<file path="src/rtl/pix2d_ctrl_pkg.sv">
package pix2d_ctrl_pkg;

   typedef enum logic [1:0] {
      PH_IDLE  = 2'd0,
      PH_CHECK = 2'd1,
      PH_RUN   = 2'd2
   } phase_t;

   localparam int MODE_W      = 3;
   localparam int N_EVT       = 6;
   localparam int BIT_RUN     = 0;
   localparam int BIT_SUSP    = 1;
   localparam int BIT_ABORT   = 2;
   localparam int BIT_LOM     = 6;
   localparam int BIT_IEN_LO  = 8;
   localparam int BIT_MODE_LO = 16;
   localparam int CTRL_MSB    = BIT_MODE_LO + MODE_W - 1;

   localparam int EV_TE  = 0;
   localparam int EV_TC  = 1;
   localparam int EV_TW  = 2;
   localparam int EV_CAE = 3;
   localparam int EV_CTC = 4;
   localparam int EV_CE  = 5;

   localparam logic [MODE_W-1:0] MODE_LAST_VALID = 3'd5;

   function automatic logic mode_reserved(input logic [MODE_W-1:0] m);
      return m > MODE_LAST_VALID;
   endfunction

endpackage

</file>
<file path="src/rtl/pix2d_launch_fsm.sv">
module pix2d_launch_fsm
   import pix2d_ctrl_pkg::*;
(
   input  logic clk,
   input  logic rst_n,
   input  logic launch_req,
   input  logic ctrl_wr,
   input  logic susp_val,
   input  logic abort_set,
   input  logic mode_bad,
   input  logic dp_cfg_err,
   input  logic dp_lut_busy,
   input  logic dp_done,
   input  logic dp_xfer_err,
   input  logic dp_abort_ack,
   output logic start_q,
   output logic susp_q,
   output logic abort_q,
   output logic xfer_go,
   output logic ev_tc,
   output logic ev_te,
   output logic ev_ce
);

   phase_t phase_q, phase_nxt;
   logic   start_nxt, susp_nxt, abort_nxt;

   always_comb begin
      phase_nxt = phase_q;
      ev_tc     = 1'b0;
      ev_te     = 1'b0;
      ev_ce     = 1'b0;
      unique case (phase_q)
         PH_IDLE: begin
            if (launch_req) phase_nxt = PH_CHECK;
         end
         PH_CHECK: begin
            if (mode_bad || dp_cfg_err) begin
               phase_nxt = PH_IDLE;
               ev_ce     = 1'b1;
            end else if (dp_lut_busy) begin
               phase_nxt = PH_IDLE;
            end else begin
               phase_nxt = PH_RUN;
            end
         end
         PH_RUN: begin
            if (dp_xfer_err) begin
               phase_nxt = PH_IDLE;
               ev_te     = 1'b1;
            end else if (abort_q && dp_abort_ack) begin
               phase_nxt = PH_IDLE;
            end else if (dp_done) begin
               phase_nxt = PH_IDLE;
               ev_tc     = 1'b1;
            end
         end
         default: phase_nxt = PH_IDLE;
      endcase
   end

   assign start_nxt = (phase_nxt != PH_IDLE);
   assign susp_nxt  = start_nxt & (ctrl_wr ? susp_val : susp_q);
   assign abort_nxt = start_nxt & (abort_q | abort_set);

   always_ff @(posedge clk or negedge rst_n) begin
      if (!rst_n) begin
         phase_q <= PH_IDLE;
         susp_q  <= 1'b0;
         abort_q <= 1'b0;
      end else begin
         phase_q <= phase_nxt;
         susp_q  <= susp_nxt;
         abort_q <= abort_nxt;
      end
   end

   assign start_q = (phase_q != PH_IDLE);
   assign xfer_go = (phase_q == PH_RUN) & ~susp_q;

endmodule

</file>
<file path="src/rtl/pix2d_event_flags.sv">
module pix2d_event_flags #(
   parameter int N       = 6,
   parameter bit IRQ_REG = 1'b0
) (
   input  logic         clk,
   input  logic         rst_n,
   input  logic [N-1:0] ev_set,
   input  logic         clr_wr,
   input  logic [N-1:0] clr_mask,
   input  logic [N-1:0] ien,
   output logic [N-1:0] flag_q,
   output logic         irq
);

   if (N < 1) begin : g_bad_n
      $error("pix2d_event_flags: N must be at least 1");
   end

   logic [N-1:0] gated;

   for (genvar i = 0; i < N; i++) begin : g_flag
      always_ff @(posedge clk or negedge rst_n) begin
         if (!rst_n)                      flag_q[i] <= 1'b0;
         else if (ev_set[i])              flag_q[i] <= 1'b1;
         else if (clr_wr && clr_mask[i])  flag_q[i] <= 1'b0;
      end
      assign gated[i] = flag_q[i] & ien[i];
   end

   if (IRQ_REG) begin : g_irq_reg
      always_ff @(posedge clk or negedge rst_n) begin
         if (!rst_n) irq <= 1'b0;
         else        irq <= |gated;
      end
   end else begin : g_irq_comb
      assign irq = |gated;
   end

endmodule

</file>
<file path="src/rtl/pix2d_ctrl_regs.sv">
module pix2d_ctrl_regs
   import pix2d_ctrl_pkg::*;
#(
   parameter int DATA_W   = 32,
   parameter int ADDR_W   = 4,
   parameter int CTRL_OFS = 0,
   parameter int FLAG_OFS = 1,
   parameter int FCLR_OFS = 2,
   parameter bit IRQ_REG  = 1'b0
) (
   input  logic              clk,
   input  logic              rst_n,
   input  logic              reg_wr,
   input  logic [ADDR_W-1:0] reg_addr,
   input  logic [DATA_W-1:0] reg_wdata,
   output logic [DATA_W-1:0] reg_rdata,
   output logic              xfer_go,
   output logic              xfer_abort,
   output logic [2:0]        xfer_mode,
   output logic              xfer_lom,
   input  logic              dp_done,
   input  logic              dp_abort_ack,
   input  logic              dp_xfer_err,
   input  logic              dp_cfg_err,
   input  logic              dp_lut_busy,
   input  logic              dp_watermark,
   input  logic              dp_lut_acc_err,
   input  logic              dp_lut_done,
   output logic              irq
);

   localparam logic [ADDR_W-1:0] A_CTRL = ADDR_W'(CTRL_OFS);
   localparam logic [ADDR_W-1:0] A_FLAG = ADDR_W'(FLAG_OFS);
   localparam logic [ADDR_W-1:0] A_FCLR = ADDR_W'(FCLR_OFS);

   if (DATA_W <= CTRL_MSB) begin : g_bad_w
      $error("pix2d_ctrl_regs: DATA_W too narrow for control word");
   end
   if (CTRL_OFS == FLAG_OFS || CTRL_OFS == FCLR_OFS || FLAG_OFS == FCLR_OFS) begin : g_bad_ofs
      $error("pix2d_ctrl_regs: register offsets must differ");
   end

   logic              ctrl_wr, fclr_wr;
   logic              start_q, susp_q, abort_q;
   logic              ev_tc, ev_te, ev_ce;
   logic              lom_q;
   logic [MODE_W-1:0] mode_q;
   logic [N_EVT-1:0]  ien_q;
   logic [N_EVT-1:0]  flag_q;
   logic [N_EVT-1:0]  ev_set;
   logic              unused_wdata;

   assign ctrl_wr = reg_wr && (reg_addr == A_CTRL);
   assign fclr_wr = reg_wr && (reg_addr == A_FCLR);
   assign unused_wdata = ^reg_wdata;

   always_ff @(posedge clk or negedge rst_n) begin
      if (!rst_n) begin
         lom_q  <= 1'b0;
         mode_q <= '0;
         ien_q  <= '0;
      end else if (ctrl_wr) begin
         ien_q <= reg_wdata[BIT_IEN_LO +: N_EVT];
         if (!start_q) begin
            lom_q  <= reg_wdata[BIT_LOM];
            mode_q <= reg_wdata[BIT_MODE_LO +: MODE_W];
         end
      end
   end

   pix2d_launch_fsm u_fsm (
      .clk          (clk),
      .rst_n        (rst_n),
      .launch_req   (ctrl_wr & reg_wdata[BIT_RUN]),
      .ctrl_wr      (ctrl_wr),
      .susp_val     (reg_wdata[BIT_SUSP]),
      .abort_set    (ctrl_wr & reg_wdata[BIT_ABORT]),
      .mode_bad     (mode_reserved(mode_q)),
      .dp_cfg_err   (dp_cfg_err),
      .dp_lut_busy  (dp_lut_busy),
      .dp_done      (dp_done),
      .dp_xfer_err  (dp_xfer_err),
      .dp_abort_ack (dp_abort_ack),
      .start_q      (start_q),
      .susp_q       (susp_q),
      .abort_q      (abort_q),
      .xfer_go      (xfer_go),
      .ev_tc        (ev_tc),
      .ev_te        (ev_te),
      .ev_ce        (ev_ce)
   );

   always_comb begin
      ev_set         = '0;
      ev_set[EV_TE]  = ev_te;
      ev_set[EV_TC]  = ev_tc;
      ev_set[EV_TW]  = dp_watermark;
      ev_set[EV_CAE] = dp_lut_acc_err;
      ev_set[EV_CTC] = dp_lut_done;
      ev_set[EV_CE]  = ev_ce;
   end

   pix2d_event_flags #(
      .N       (N_EVT),
      .IRQ_REG (IRQ_REG)
   ) u_flags (
      .clk      (clk),
      .rst_n    (rst_n),
      .ev_set   (ev_set),
      .clr_wr   (fclr_wr),
      .clr_mask (reg_wdata[N_EVT-1:0]),
      .ien      (ien_q),
      .flag_q   (flag_q),
      .irq      (irq)
   );

   always_comb begin
      reg_rdata = '0;
      if (reg_addr == A_CTRL) begin
         reg_rdata[BIT_RUN]                = start_q;
         reg_rdata[BIT_SUSP]               = susp_q;
         reg_rdata[BIT_ABORT]              = abort_q;
         reg_rdata[BIT_LOM]                = lom_q;
         reg_rdata[BIT_IEN_LO +: N_EVT]    = ien_q;
         reg_rdata[BIT_MODE_LO +: MODE_W]  = mode_q;
      end else if (reg_addr == A_FLAG) begin
         reg_rdata[N_EVT-1:0] = flag_q;
      end
   end

   assign xfer_abort = abort_q;
   assign xfer_mode  = mode_q;
   assign xfer_lom   = lom_q;

endmodule

</file>
<file path="config.mk">
export PLATFORM = sky130hd
export DESIGN_NAME = pix2d_ctrl_regs
export DESIGN_NICKNAME = d
export VERILOG_FILES = /design/src/rtl/pix2d_ctrl_pkg.sv /design/src/rtl/pix2d_launch_fsm.sv /design/src/rtl/pix2d_event_flags.sv /design/src/rtl/pix2d_ctrl_regs.sv
export SDC_FILE = /design/constraint.sdc
export NUM_CORES = 1
export LEC_CHECK = 0
export CAP_MARGIN = 20
export CORE_AREA = 2 2 63 65
export CTS_CLUSTER_DIAMETER = 50
export DETAILED_ROUTE_END_ITERATION = 7
export DIE_AREA = 0 0 65 67
export PLACE_DENSITY = 0.84
export REMOVE_ABC_BUFFERS = 1
export SYNTH_ARGS = -nofsm -noshare
export SYNTH_HDL_FRONTEND = slang
export SYNTH_SLANG_ARGS = --single-unit
</file>
<file path="constraint.sdc">
create_clock -name clk -period 2.4 [get_ports clk]
set_clock_uncertainty 0.15 [all_clocks]
set_input_delay 0.24 -clock clk [delete_from_list [all_inputs] [get_ports clk]]
set_output_delay 0.24 -clock clk [all_outputs]
set_load 0.03 [all_outputs]
</file>
==> impl_metrics.tcl <==
set metrics [dict create \
    crit_start "reg_addr[1]" \
    drcViolationCount 0 \
    crit_cells 6 \
    grt_util_all_layers_pct 13.4 \
    slowest_delay_ns 0.63 \
    worstPathArrival_ns 1.80 \
    fp-row-count 22 \
    worst-r2r-cell-count 3 \
    status "completed" \
    fin_area_mm2 0.00178 \
    ir_worst_vdd_mv 0.301 \
    diodes 0 \
    cts_tree "yes" \
    cts_setup_buffers 0 \
    initial_core_util_pct 33.9 \
    reg2reg_slack_ns 0.88 \
    ant_nets 0 \
    h-tree-depth 1 \
    drv_slew 0 \
    io_pins 86 \
    syn_to_final_growth_pct 45.9 \
    num-fill-cells 349 \
    r2r_end "u_fsm.susp_q" \
    crit_chain "clkdlybuf4s50_1 -> nor4_4 -> buf_4 -> o21ai_0 -> nand2_1 -> buf_12" \
    reg2reg_from "u_fsm.phase_q[1]" \
    synth_top_area_share_pct 41.0 \
    setup_viol 0 \
    detailed_place.area_mm2 0.00173 \
    cts_root_buf "clkbuf_8" \
    synth_area_mm2 0.00122 \
    die_area_mm2 0.00436 \
    cp_data_required_time_ns 2.01 \
    seq_area_frac_synth_pct 41.0 \
    synth_warnings 0 \
    final_hold_viol_count 0 \
    cp_top_family "buffers and inverters" \
    clkLatencyLatePin_ns 0.25 \
    grt_pass1_wl_um 4380 \
    numClockSinks 20 \
    yosysUniqueCellTypes 31 \
    yosys.area.top_type "dfrtp_1" \
    layout_commonest_cell "clkdlybuf4s50_1" \
    leakage_nw 0.823 \
    core_mm2 0.00361 \
    fmax_mhz 458 \
    final_nets 214 \
    total_power_mw 0.971 \
    worstSetupStartpointType "input pin" \
    antenna_found_initial 0 \
    vias 949 \
    layout_common_cells "clkdlybuf4s50_1, dfrtp_1, buf_4" \
    synthCells 109 \
    yosys-top-cells-area "dfrtp_1, buf_4, mux2_2" \
    viasPerCell 4.43 \
    first_global_vias 954 \
    clk_pin_slew_ns 0.07 \
    synth_area_per_cell_um2 11.2 \
    wl_per_cell_um 13.3 \
    worstSetupPathType "in2out" \
    drtPass1Iterations 4 \
    numPortBuffers 53 \
    place.gp.congestion 0.812 \
    power_density_mw_per_mm2 545 \
    fin_crit_sh_pct 91.1 \
    cap_violations 0 \
    synth-seq-cells 20 \
    gr-total-overflow 0 \
    slowest_stage "clkdlybuf4s50_1" \
    die_y_um 67 \
    rsz0062_at_grt "no" \
    dp.final_hpwl_um 2270 \
    worst_setup_path_end_kind "output pin" \
    finalCriticalPeriod_ns 2.19 \
    die_w_um 65 \
    final.setup.tns_ns 0 \
    wirelength_um 2840 \
    drt_iter0_drc 30 \
    worstPathMaxFanout 13 \
    final_layout_size_suffix_gt1_share_pct 27.7 \
    post_cts_resized 0 \
    crit_buf_inv 3 \
    grt_max_degree 21 \
    cts_buffers 3 \
    clockBufferDepth 2 \
    hold_class "in2async" \
    regArea_um2 500 \
    multi_input_area_um2 626 \
    cts_hold_buf 0 \
]
## stage by stage
stage                     hold slack, ns  setup WS, ns  util [%]  instances
after global routing               0.194        0.0827      49.4        214
after global placement             0.334         0.245      47.9        210
after detailed placement           0.345         0.240      47.9        210
final                              0.178         0.215      49.4        214
after CTS                          0.187         0.222      49.4        214
after floorplan                   -0.206         0.917         -        105
## worst register-to-register path, cell delays in order (launching register included)
cell and delay (ns):
dfrtp_1 0.45, nor4b_4 0.38, nand3_1 0.20, a22oi_1 0.25
## synth_stat cells
library cell,n
mux2_2,6
buf_4,17
clkbuf_2,1
conb_1,1
and2_2,1
nor3b_1,2
nand3_1,10
nor4_4,1
a31oi_1,1
nor2b_2,1
and3_2,3
o21ai_0,1
nor2_1,1
nand2b_1,1
and2_1,10
nor2b_1,1
a22oi_1,5
nor3_4,1
nand2_2,1
a22o_1,4
a211oi_1,2
nand2_4,1
nor4b_4,2
inv_1,2
dfrtp_1,20
nand2_1,1
buf_6,1
a21oi_1,2
a21o_1,4
a21bo_2,1
mux2_4,4
## layout make-up
type | instances | area share, %
multi-input cells | 83 | 35.1
repair buffers | 57 | 29.9
flip-flops and latches | 20 | 28.1
well taps | 48 | 3.37
clock buffers | 4 | 3.09
inverters | 2 | 0.421
## cell families (layout without fill, tap and decap cells)
kind of cell	after synthesis	count (layout)	share of synthesized area [%]
simple gates	37	37	23.7
buf+inv	21	63	12.4
compound gates	20	20	12.2
flops	20	20	41.0
mux	10	10	10.5
other cells	1	16	0.307
## how the worst max path moves through the flow
stage,endpoint,slack [ns]
after floorplan,reg_rdata[1],0.92
after global placement,reg_rdata[0],0.25
after detailed placement,reg_rdata[0],0.24
after CTS,reg_rdata[0],0.22
after global routing,reg_rdata[0],0.08
final,reg_rdata[0],0.21
## routing by layer
layer,global-route usage [%],vias up,share of wire (%)
met5,0,-,0
met4,4.79,0,0.49
met3,2.87,2,7.4
met2,23.7,41,49
met1,15.9,435,43
li1,-,471,-
## power by group
group / internal (mW) / switching, mW
registers: 0.384 / 0.0369
clock network: 0.146 / 0.104
logic: 0.149 / 0.152
total: 0.678 / 0.293
## registers in the layout (all words and copies together), names as in the netlist
register	flops
u_fsm.susp_q	1
u_fsm.phase_q	2
xfer_lom	1
ien_q	6
xfer_mode	3
u_fsm.abort_q	1
u_flags.flag_q	6
(Power assumes the default switching activity.)
